$ cat src/rtl/rtx_pkg.sv
package rtx_pkg;

  typedef enum logic [0:0] {
    RTX_IDLE  = 1'b0,
    RTX_SETUP = 1'b1
  } rtx_state_e;

endpackage

$ cat src/rtl/rtx_wcount.sv
// Counts words written since reset from the advance of the read-domain
// write pointer. Advance is taken modulo the pointer range.
module rtx_wcount #(
  parameter int PTR_W = 5,
  parameter int CNT_W = 6,
  parameter int SAT   = 17
) (
  input  logic             clk,
  input  logic             rst_n,
  input  logic             clr,
  input  logic [PTR_W-1:0] wr_ptr,
  output logic [CNT_W-1:0] wr_cnt
);

  logic [PTR_W-1:0] prev_q, prev_d;
  logic [CNT_W-1:0] cnt_q, cnt_d;
  logic [PTR_W-1:0] step;
  logic [CNT_W:0]   sum;

  always_comb begin
    step = wr_ptr - prev_q;
    sum  = {1'b0, cnt_q} + {{(CNT_W + 1 - PTR_W){1'b0}}, step};
    if (clr) begin
      prev_d = wr_ptr;
      cnt_d  = '0;
    end else begin
      prev_d = wr_ptr;
      if (sum > (CNT_W + 1)'(SAT)) cnt_d = CNT_W'(SAT);
      else                         cnt_d = sum[CNT_W-1:0];
    end
  end

  always_ff @(posedge clk or negedge rst_n) begin
    if (!rst_n) begin
      prev_q <= '0;
      cnt_q  <= '0;
    end else begin
      prev_q <= prev_d;
      cnt_q  <= cnt_d;
    end
  end

  assign wr_cnt = cnt_q;

  // count never exceeds the saturation limit
  a_r11_wcnt_sat: assert property (@(posedge clk) disable iff (!rst_n)
    cnt_q <= CNT_W'(SAT));

endmodule

$ cat src/rtl/rtx_rptr.sv
// Read pointer and words-read counter.
module rtx_rptr #(
  parameter int PTR_W = 5,
  parameter int CNT_W = 6,
  parameter int SAT   = 17
) (
  input  logic             clk,
  input  logic             rst_n,
  input  logic             clr,
  input  logic             load,
  input  logic             rd_en,
  output logic [PTR_W-1:0] rd_ptr,
  output logic [PTR_W-1:0] rd_ptr_nxt,
  output logic [CNT_W-1:0] rd_cnt
);

  logic [PTR_W-1:0] ptr_q, ptr_d;
  logic [CNT_W-1:0] cnt_q, cnt_d;
  logic             ptr_ce, cnt_ce;

  always_comb begin
    ptr_ce = clr | load | rd_en;
    cnt_ce = clr | (rd_en & (cnt_q < CNT_W'(SAT)));
    if (clr || load) ptr_d = '0;
    else             ptr_d = ptr_q + PTR_W'(1);
    if (clr) cnt_d = '0;
    else     cnt_d = cnt_q + CNT_W'(1);
  end

  always_ff @(posedge clk or negedge rst_n) begin
    if (!rst_n) begin
      ptr_q <= '0;
      cnt_q <= '0;
    end else begin
      if (ptr_ce) ptr_q <= ptr_d;
      if (cnt_ce) cnt_q <= cnt_d;
    end
  end

  assign rd_ptr     = ptr_q;
  assign rd_ptr_nxt = ptr_ce ? ptr_d : ptr_q;
  assign rd_cnt     = cnt_q;

  // an accepted read moves the pointer by exactly one
  a_r2_ptr_step: assert property (@(posedge clk) disable iff (!rst_n)
    (rd_en && !clr && !load) |=> (ptr_q == $past(ptr_q) + PTR_W'(1)));

endmodule

$ cat src/rtl/rtx_window.sv
// Legality test of a retransmit request against the words moved since reset.
module rtx_window #(
  parameter int DEPTH = 16,
  parameter int CNT_W = 6
) (
  input  logic             fwft_mode,
  input  logic             ren_n,
  input  logic             wen_n,
  input  logic [CNT_W-1:0] wr_cnt,
  input  logic [CNT_W-1:0] rd_cnt,
  output logic             legal
);

  localparam int LO = 2;

  logic [CNT_W:0] hi_lim;
  logic           cnt_ok, strobes_ok;

  always_comb begin
    hi_lim     = (CNT_W + 1)'(DEPTH - 2) + {{CNT_W{1'b0}}, fwft_mode};
    cnt_ok     = ({1'b0, wr_cnt} >= (CNT_W + 1)'(LO)) &&
                 ({1'b0, rd_cnt} >= (CNT_W + 1)'(LO)) &&
                 ({1'b0, wr_cnt} <= hi_lim) &&
                 ({1'b0, rd_cnt} <= hi_lim);
    strobes_ok = ren_n & wen_n;
    legal      = cnt_ok & strobes_ok;
  end

endmodule

$ cat src/rtl/rtx_ctrl.sv
// Read-side retransmit controller: read pointer, empty flag, setup sequencing
// and legality checking of retransmit requests.
module rtx_ctrl
  import rtx_pkg::*;
#(
  parameter int DEPTH     = 16,
  parameter int SETUP_CYC = 2
) (
  input  logic                       clk,
  input  logic                       rst_n,
  input  logic                       prst_n,
  input  logic                       fwft_mode,
  input  logic                       rt_n,
  input  logic                       ren_n,
  input  logic                       wen_n,
  input  logic [$clog2(DEPTH):0]     wr_ptr,
  output logic                       rd_en_mem,
  output logic [$clog2(DEPTH)-1:0]   rd_addr,
  output logic                       ef_n,
  output logic                       rt_busy,
  output logic                       rt_err
);

  localparam int ADDR_W = $clog2(DEPTH);
  localparam int PTR_W  = ADDR_W + 1;
  localparam int CNT_W  = PTR_W + 1;
  localparam int SAT    = DEPTH + 1;
  localparam int SC_W   = (SETUP_CYC > 1) ? $clog2(SETUP_CYC) : 1;

  rtx_state_e       state_q, state_d;
  logic [SC_W-1:0]  cnt_q, cnt_d;
  logic             ef_q, ef_d;
  logic             err_q, err_d;

  logic             busy, req_acc, rd_go, legal, clr;
  logic [PTR_W-1:0] rd_ptr, rd_ptr_nxt;
  logic [CNT_W-1:0] wr_cnt, rd_cnt;

  assign clr     = ~prst_n;
  assign busy    = (state_q == RTX_SETUP);
  assign req_acc = ~busy & ~rt_n & prst_n;
  assign rd_go   = ~busy & rt_n & ~ren_n & ef_q & prst_n;

  rtx_wcount #(.PTR_W(PTR_W), .CNT_W(CNT_W), .SAT(SAT)) u_wcount (
    .clk    (clk),
    .rst_n  (rst_n),
    .clr    (clr),
    .wr_ptr (wr_ptr),
    .wr_cnt (wr_cnt)
  );

  rtx_rptr #(.PTR_W(PTR_W), .CNT_W(CNT_W), .SAT(SAT)) u_rptr (
    .clk        (clk),
    .rst_n      (rst_n),
    .clr        (clr),
    .load       (req_acc),
    .rd_en      (rd_go),
    .rd_ptr     (rd_ptr),
    .rd_ptr_nxt (rd_ptr_nxt),
    .rd_cnt     (rd_cnt)
  );

  rtx_window #(.DEPTH(DEPTH), .CNT_W(CNT_W)) u_window (
    .fwft_mode (fwft_mode),
    .ren_n     (ren_n),
    .wen_n     (wen_n),
    .wr_cnt    (wr_cnt),
    .rd_cnt    (rd_cnt),
    .legal     (legal)
  );

  // next-state
  always_comb begin
    state_d = state_q;
    cnt_d   = cnt_q;
    ef_d    = ef_q;
    err_d   = err_q;
    if (clr) begin
      state_d = RTX_IDLE;
      cnt_d   = '0;
      ef_d    = 1'b0;
    end else if (req_acc) begin
      state_d = RTX_SETUP;
      cnt_d   = SC_W'(SETUP_CYC - 1);
      ef_d    = fwft_mode ? ef_q : 1'b0;
      if (!legal) err_d = 1'b1;
    end else if (busy) begin
      if (cnt_q == '0) begin
        state_d = RTX_IDLE;
        ef_d    = (rd_ptr != wr_ptr);
      end else begin
        cnt_d = cnt_q - SC_W'(1);
      end
    end else begin
      ef_d = (rd_ptr_nxt != wr_ptr);
    end
  end

  // registers
  always_ff @(posedge clk or negedge rst_n) begin
    if (!rst_n) begin
      state_q <= RTX_IDLE;
      cnt_q   <= '0;
      ef_q    <= 1'b0;
      err_q   <= 1'b0;
    end else begin
      state_q <= state_d;
      cnt_q   <= cnt_d;
      ef_q    <= ef_d;
      err_q   <= err_d;
    end
  end

  assign rd_en_mem = rd_go;
  assign rd_addr   = rd_ptr[ADDR_W-1:0];
  assign ef_n      = ef_q;
  assign rt_busy   = busy;
  assign rt_err    = err_q;

  // never read from an empty FIFO
  a_r2_no_read_empty: assert property (@(posedge clk) disable iff (!rst_n)
    !ef_n |-> !rd_en_mem);

  // setup always begins with the address at location zero
  a_r3_rewind_zero: assert property (@(posedge clk) disable iff (!rst_n)
    $rose(rt_busy) |-> (rd_addr == '0));

  // standard mode pulls the empty flag low when setup starts
  a_r4_std_flag_low: assert property (@(posedge clk) disable iff (!rst_n)
    (req_acc && !fwft_mode) |=> !ef_n);

  // no memory read while setup runs
  a_r5_no_read_busy: assert property (@(posedge clk) disable iff (!rst_n)
    rt_busy |-> !rd_en_mem);

  // address frozen during setup
  a_r5_addr_hold: assert property (@(posedge clk) disable iff (!rst_n)
    (rt_busy && prst_n) |=> $stable(rd_addr));

  // error stays set outside master reset
  a_r9_err_sticky: assert property (@(posedge clk) disable iff (!rst_n)
    rt_err |=> rt_err);

endmodule

$ cat config.mk
export PLATFORM = sky130hd
export DESIGN_NAME = rtx_ctrl
export DESIGN_NICKNAME = d
export VERILOG_FILES = /design/src/rtl/rtx_pkg.sv /design/src/rtl/rtx_wcount.sv /design/src/rtl/rtx_rptr.sv /design/src/rtl/rtx_window.sv /design/src/rtl/rtx_ctrl.sv
export SDC_FILE = /design/constraint.sdc
export NUM_CORES = 1
export LEC_CHECK = 0
export ABC_CLOCK_PERIOD_IN_PS = 2730
export BUFFER_PORTS_ARGS = -buffer_cell sky130_fd_sc_hd__clkbuf_2
export CAP_MARGIN = 20
export CORE_ASPECT_RATIO = 1.1
export CORE_MARGIN = 2
export CORE_UTILIZATION = 52
export DETAILED_ROUTE_END_ITERATION = 8
export GPL_ROUTABILITY_DRIVEN = 0
export GPL_TIMING_DRIVEN = 0
export HOLD_SLACK_MARGIN = 0.06
export PLACE_DENSITY_LB_ADDON = 0.1
export REMOVE_ABC_BUFFERS = 1
export SLEW_MARGIN = 20
export SYNTH_ARGS = -nofsm -noshare
export SYNTH_HDL_FRONTEND = slang
export SYNTH_HIERARCHICAL = 1
export SYNTH_SLANG_ARGS = --single-unit
$ cat constraint.sdc
create_clock -name clk -period 2.73 [get_ports clk]
set_clock_uncertainty 0.05 [all_clocks]
set_input_delay 0.4095 -clock clk [delete_from_list [all_inputs] [get_ports clk]]
set_output_delay 0.4095 -clock clk [all_outputs]
set_load 0.01 [all_outputs]
; After elaboration in Yosys (flattened, before gate mapping)
; Index checks and enable logic that the tools add are counted.
[totals]
ff_bits = 26
in_bits = 12
out_inout_bits = 8
elab_cells = 66
[op_classes]
addsub = 6
n_lt_le_gt_ge = 6
eq_ne = 5
muxes = 18
bitwise_logic = 17
n_reduce_logical = 6
[op_table]
columns = operator, n
row1 = 6-bit 2-to-1 mux, 3
row2 = 6-bit by 7-bit less-or-equal comparator with 1-bit output, 2
row3 = 1-bit 2-to-1 mux, 13
row4 = 6-bit by 2-bit >= comparator with 1-bit output (second input constant), 2
row5 = 5-bit 2-to-1 mux, 2
row6 = 5-bit != test, 2
row7 = 1-bit AND, 9
row8 = 6-bit by 5-bit adder with 7-bit output, 1
row9 = 7-bit by 5-bit greater-than comparator with 1-bit output (second input constant), 1
row10 = 6-bit by 1-bit adder with 6-bit output (second input constant), 1
row11 = 6-bit by 5-bit < comparator with 1-bit output (second input constant), 1
row12 = 4-bit by 1-bit adder with 5-bit output (first input constant), 1
row13 = 5-bit by 1-bit adder with 5-bit output (second input constant), 1
row14 = 1-bit NOT, 5
row15 = 5-bit subtractor, 1
row16 = 4-bit by 3-bit != test with 1-bit output (second input constant), 1
row17 = 1-bit logical AND, 3
row18 = 3-bit by 1-bit != test with 1-bit output (second input constant), 1
row19 = 3-bit != test (second input constant), 1
row20 = 1-bit OR, 3
row21 = 3-bit AND reduction, 1
row22 = 2-bit AND reduction, 1
row23 = 1-bit logical OR, 1
row24 = 1-bit subtractor (second input constant), 1

; Longest topological paths before layout
[depth]
depth_word = 11
mapped_depth = 12

; By module
; Netlist, hierarchy kept.
[by_module_without_submodules]
columns = mod, instances, cells_each, area_each_um2
row1 = rtx_wcount, 1, 67, 716.9
row2 = rtx_rptr, 1, 59, 606.8
row3 = rtx_ctrl, 1, 32, 297.8
row4 = rtx_window, 1, 12, 96.3

; Worst setup path before layout
; OpenSTA, ideal clock, no wires.
[synth_path]
kind = in2reg
startpoint = in wr_ptr[0]
endpoint = reg u_wcount.cnt_q[0] (netlist: u_wcount/wr_cnt[0])
setup_time_ps = 124
t_arrival_ps = 2621
slack_ps = -65
cell_stages = 12
n_path_buf = 0
cell_sequence = inv_1 -> ha_1 -> inv_1 -> fa_1 -> a21o_1 -> a21oi_1 -> xnor2_1 -> ha_1 -> and3_1 -> a21o_1 -> a211o_1 -> o31a_1
[synth_via]
elab_chain_len = 5
[synth_rtl]
columns = element, line_no
row1 = from (decl), rtx_ctrl.sv:16  ; input logic [$clog2(DEPTH):0] wr_ptr,
row2 = 5-bit subtractor *, rtx_wcount.sv:21  ; step = wr_ptr - prev_q;
row3 = 6-bit by 5-bit adder with 7-bit output *, rtx_wcount.sv:22  ; sum = {1'b0, cnt_q} + {{(CNT_W + 1 - PTR_W){1'b0}}, step};
row4 = 7-bit by 5-bit greater-than comparator with 1-bit output, rtx_wcount.sv:28  ; if (sum > (CNT_W + 1)'(SAT)) cnt_d = CNT_W'(SAT);
row5 = 6-bit 2-to-1 mux *, rtx_wcount.sv:28
row6 = 6-bit 2-to-1 mux *, rtx_wcount.sv:23  ; if (clr) begin
row7 = named net u_wcount.cnt_d[0], rtx_wcount.sv:16  ; logic [CNT_W-1:0] cnt_q, cnt_d;
row8 = to (signal assigned), rtx_wcount.sv:39  ; cnt_q <= cnt_d;
row9 = to (decl), rtx_wcount.sv:16
; Mark *: on every way through the listed nets, which the timed path passes. The rest lies on a longest branch.
; A chain may end at the register's enable or synchronous reset.

; Worst setup path after layout
[layout_path]
startpoint = reg u_wcount.prev_q[0]
endpoint = reg u_wcount.cnt_q[0] (netlist: u_wcount/wr_cnt[0])
[layout_via]
elab_chain_len = 5
[layout_rtl]
columns = element, line_no
row1 = from (decl), rtx_wcount.sv:15  ; logic [PTR_W-1:0] prev_q, prev_d;
row2 = from (signal assigned), rtx_wcount.sv:38  ; prev_q <= prev_d;
row3 = 5-bit subtractor *, rtx_wcount.sv:21
row4 = 6-bit by 5-bit adder with 7-bit output *, rtx_wcount.sv:22
row5 = 7-bit by 5-bit greater-than comparator with 1-bit output, rtx_wcount.sv:28
row6 = 6-bit 2-to-1 mux *, rtx_wcount.sv:28
row7 = 6-bit 2-to-1 mux *, rtx_wcount.sv:23
row8 = named net u_wcount.cnt_d[0], rtx_wcount.sv:16
; Marks and branches as above.

==> results_dict.tcl <==
set metrics [dict create \
    status "finished with violations" \
    violations "design-rule violations" \
    maxCapViolations 0 \
    crit_chain "ha_1 > inv_2 > fa_2 > a21o_1 > a21oi_2 > xnor2_2 > ha_1 > and3_4 > a21o_1 > a211o_1 > o31a_1" \
    max_stage_delay_ns 0.36 \
    register_area_sq_um 651 \
    start_util_pct 55.4 \
    synth_area_leaders "dfrtp_1, ha_1, mux2i_1, xor2_1, inv_1" \
    synth_seq_cells 26 \
    grt_overflow 0 \
    fin_util_pct 62.7 \
    muxShareOfSynthArea_pct 4.08 \
    crit_type "flop to flop" \
    finalMaxSlewViolations 0 \
    layout_common_cells "dfrtp_1, clkbuf_2, inv_1" \
    grt_pass1_wl_mm 5.88 \
    io_pins 20 \
    portBuffers 19 \
    cts_tree "done" \
    worst_slew_pin_slew_ns 0.641 \
    power_leakage_nw 0.925 \
    dieArea_sq_mm 0.00378 \
    vdd_ir_drop_max_mv 0.387 \
    wl_mm 3.42 \
    ys.flop_type "dfrtp_1" \
    nets 222 \
    timing.final.crit_share_pct 99.8 \
    grt_util_all_layers_pct 20.0 \
    cp.arrival_ns 2.91 \
    grt_max_degree 27 \
    max_freq_mhz 367 \
    wire_per_inst_microns 15.1 \
    drtIter0Drc 94 \
    num-fill-cells 282 \
    die_w_microns 58.8 \
    row_count 21 \
    clock_sinks 26 \
    via_count 1320 \
    die_h_microns 64.3 \
    synth_top_area_share_pct 37.9 \
    antenna_found_initial 0 \
    avgSynthCellArea_sq_um 10.1 \
    ys_seq_area_share_pct 37.9 \
    cts.htree.levels 1 \
    root_buffer "clkbuf_4" \
    fin_setup_tns_ns 0 \
    viasPerCell 5.81 \
    synth-edff-count 0 \
    relSlewSlack_pct 57.3 \
    synth_top_family_by_area "simple AND/OR/NAND/NOR gates" \
    path_clk_slew_ns 0.15 \
    multi_input_comb_area_sq_mm 0.00101 \
    synth_compound_area_share_pct 13.2 \
    async_flop_share_pct 100 \
    yosysUniqueCellTypes 49 \
    hold_path.class "input port to flop" \
    num_antenna_cells 0 \
    rsz0062_at_grt "true" \
    synth_top_area_cell "dfrtp_1" \
    cp_max_fo 2 \
    p_per_area_mw_per_mm2 495 \
    final_common_cell "dfrtp_1" \
    final-setup-viol-count 0 \
    cp_data_required_time_ns 2.92 \
    drt-pass1-iter-count 6 \
    crit_path_start_kind "flop" \
    synth_cells 170 \
    hpwl_mm 2.61 \
    cp-end-kind "flop" \
    synth_warnings 6 \
    drive_above_1_share_pct 18.1 \
    grt_pass1_vias 1318 \
    numCtsBuffers 3 \
    cpMaxStageDelayCell "dfrtp_1" \
    cts_buffer_depth 2 \
    synth-xor-area-share_pct 7.65 \
    synthAdderAreaFrac_pct 12.5 \
    clk_latency_ns 0.33 \
    finalHoldViolCount 0 \
    synthSimpleGateAreaFrac_pct 19.0 \
    drc 4 \
    ant_nets 0 \
    fin_crit_ns 2.72 \
    core_area_sq_mm 0.00310 \
    netlist_area_sq_mm 0.00172 \
    area_growth_pct 13.1 \
]
state kept, by name, summed over array words and instances, names as in the netlist:
| name | flops |
|---|---|
| u_wcount/prev_q | 5 |
| rt_busy | 1 |
| u_rptr/rd_ptr | 5 |
| cnt_q | 1 |
| rt_err | 1 |
| u_wcount/wr_cnt | 6 |
| u_rptr/rd_cnt | 6 |
| ef_n | 1 |
final cells by class:
cell class | instances | area share (%)
clock buffer | 3 | 1.16
clock inverter | 1 | 1.55
inverter | 18 | 3.48
multi-input combinational | 123 | 52.0
sequential | 26 | 33.5
tap | 34 | 2.19
timing repair buffer | 22 | 6.18
synthesized netlist by cell type, types with 3 or more instances:
cell type,count
dfrtp_1,26
inv_1,18
ha_1,14
a21oi_1,8
nor2_1,8
nor3_1,8
xor2_1,8
mux2i_1,7
xnor2_1,7
a21o_1,4
nand2_1,4
and4_1,3
nand2b_1,3
nor2b_1,3
nor4_1,3
nor4bb_1,3
critical path, delay by kind of cell (launching register included):
kind / cells / cell delay, ns
AOI/OAI and AO/OA: 5 / 1.10
adders and majority gates: 3 / 0.75
DFF: 1 / 0.36
and+or+nand+nor: 1 / 0.18
xor gates and xnor gates: 1 / 0.14
buffers and inverters: 1 / 0.05
metal layers:
metal	global-route usage (%)	routed length, microns	vias up
met1	28.9	1670	634
li1	-	-	658
met2	31.3	1600	22
met3	1.82	97	6
met4	6.82	48	0
met5	0	0	-
per-stage QoR:
step / area [sq um] / hold slack [ns] / setup WS (ns) / cells / power [W]
after floorplan: 1690 / 0.0639 / -0.0649 / 167 / 0.000606
final: 1940 / 0.159 / 0.00593 / 227 / 0.000962
after global routing: 1940 / 0.138 / -0.0841 / 227 / 0.00102
after detailed placement: 1830 / 0.424 / -0.372 / 220 / 0.000674
after global placement: 1830 / 0.401 / -0.378 / 220 / 0.000665
after CTS: 1930 / 0.147 / 0.000256 / 226 / 0.000959
kinds of logic after synthesis:
kind of cell	after synthesis
AO/OA/AOI/OAI	32
XOR/XNOR	15
adder cells (fa/ha/maj)	16
buffers and inverters	21
flip-flops	26
multiplexers	7
other	1
AND/OR/NAND/NOR	52
repair_timing:
action / in CTS / in global routing
gates resized for setup: 6 / 3
endpoints found under the hold margin: 15 / 0
buffers inserted: 1 / 1
pin swaps: 6 / 6
hold buffers: 1 / 0
endpoints found under the setup margin: 9 / 6
report_power, final:
part / internal, W / switching [W]
sequential: 0.000404 / 0.0000181
combinational: 0.000127 / 0.000146
clock: 0.000149 / 0.000119
total: 0.000679 / 0.000283
final timing paths:
| kind | start | endpoint | slack [ns] | cells after the start |
|---|---|---|---|---|
| min reg2reg | rt_err | rt_err | 0.45 | 2 |
| min | wr_ptr[0] | u_wcount/prev_q[0] | 0.16 | 1 |
| max in group asynchronous | rst_n | u_wcount/wr_cnt[2] | 1.65 | 2 |
| min in group asynchronous | rst_n | u_wcount/prev_q[2] | 0.56 | 2 |
| max | u_wcount/prev_q[0] | u_wcount/wr_cnt[0] | 0.006 | 11 |
| max reg2reg | u_wcount/prev_q[0] | u_wcount/wr_cnt[0] | 0.006 | 11 |
(Power assumes the default switching activity.)
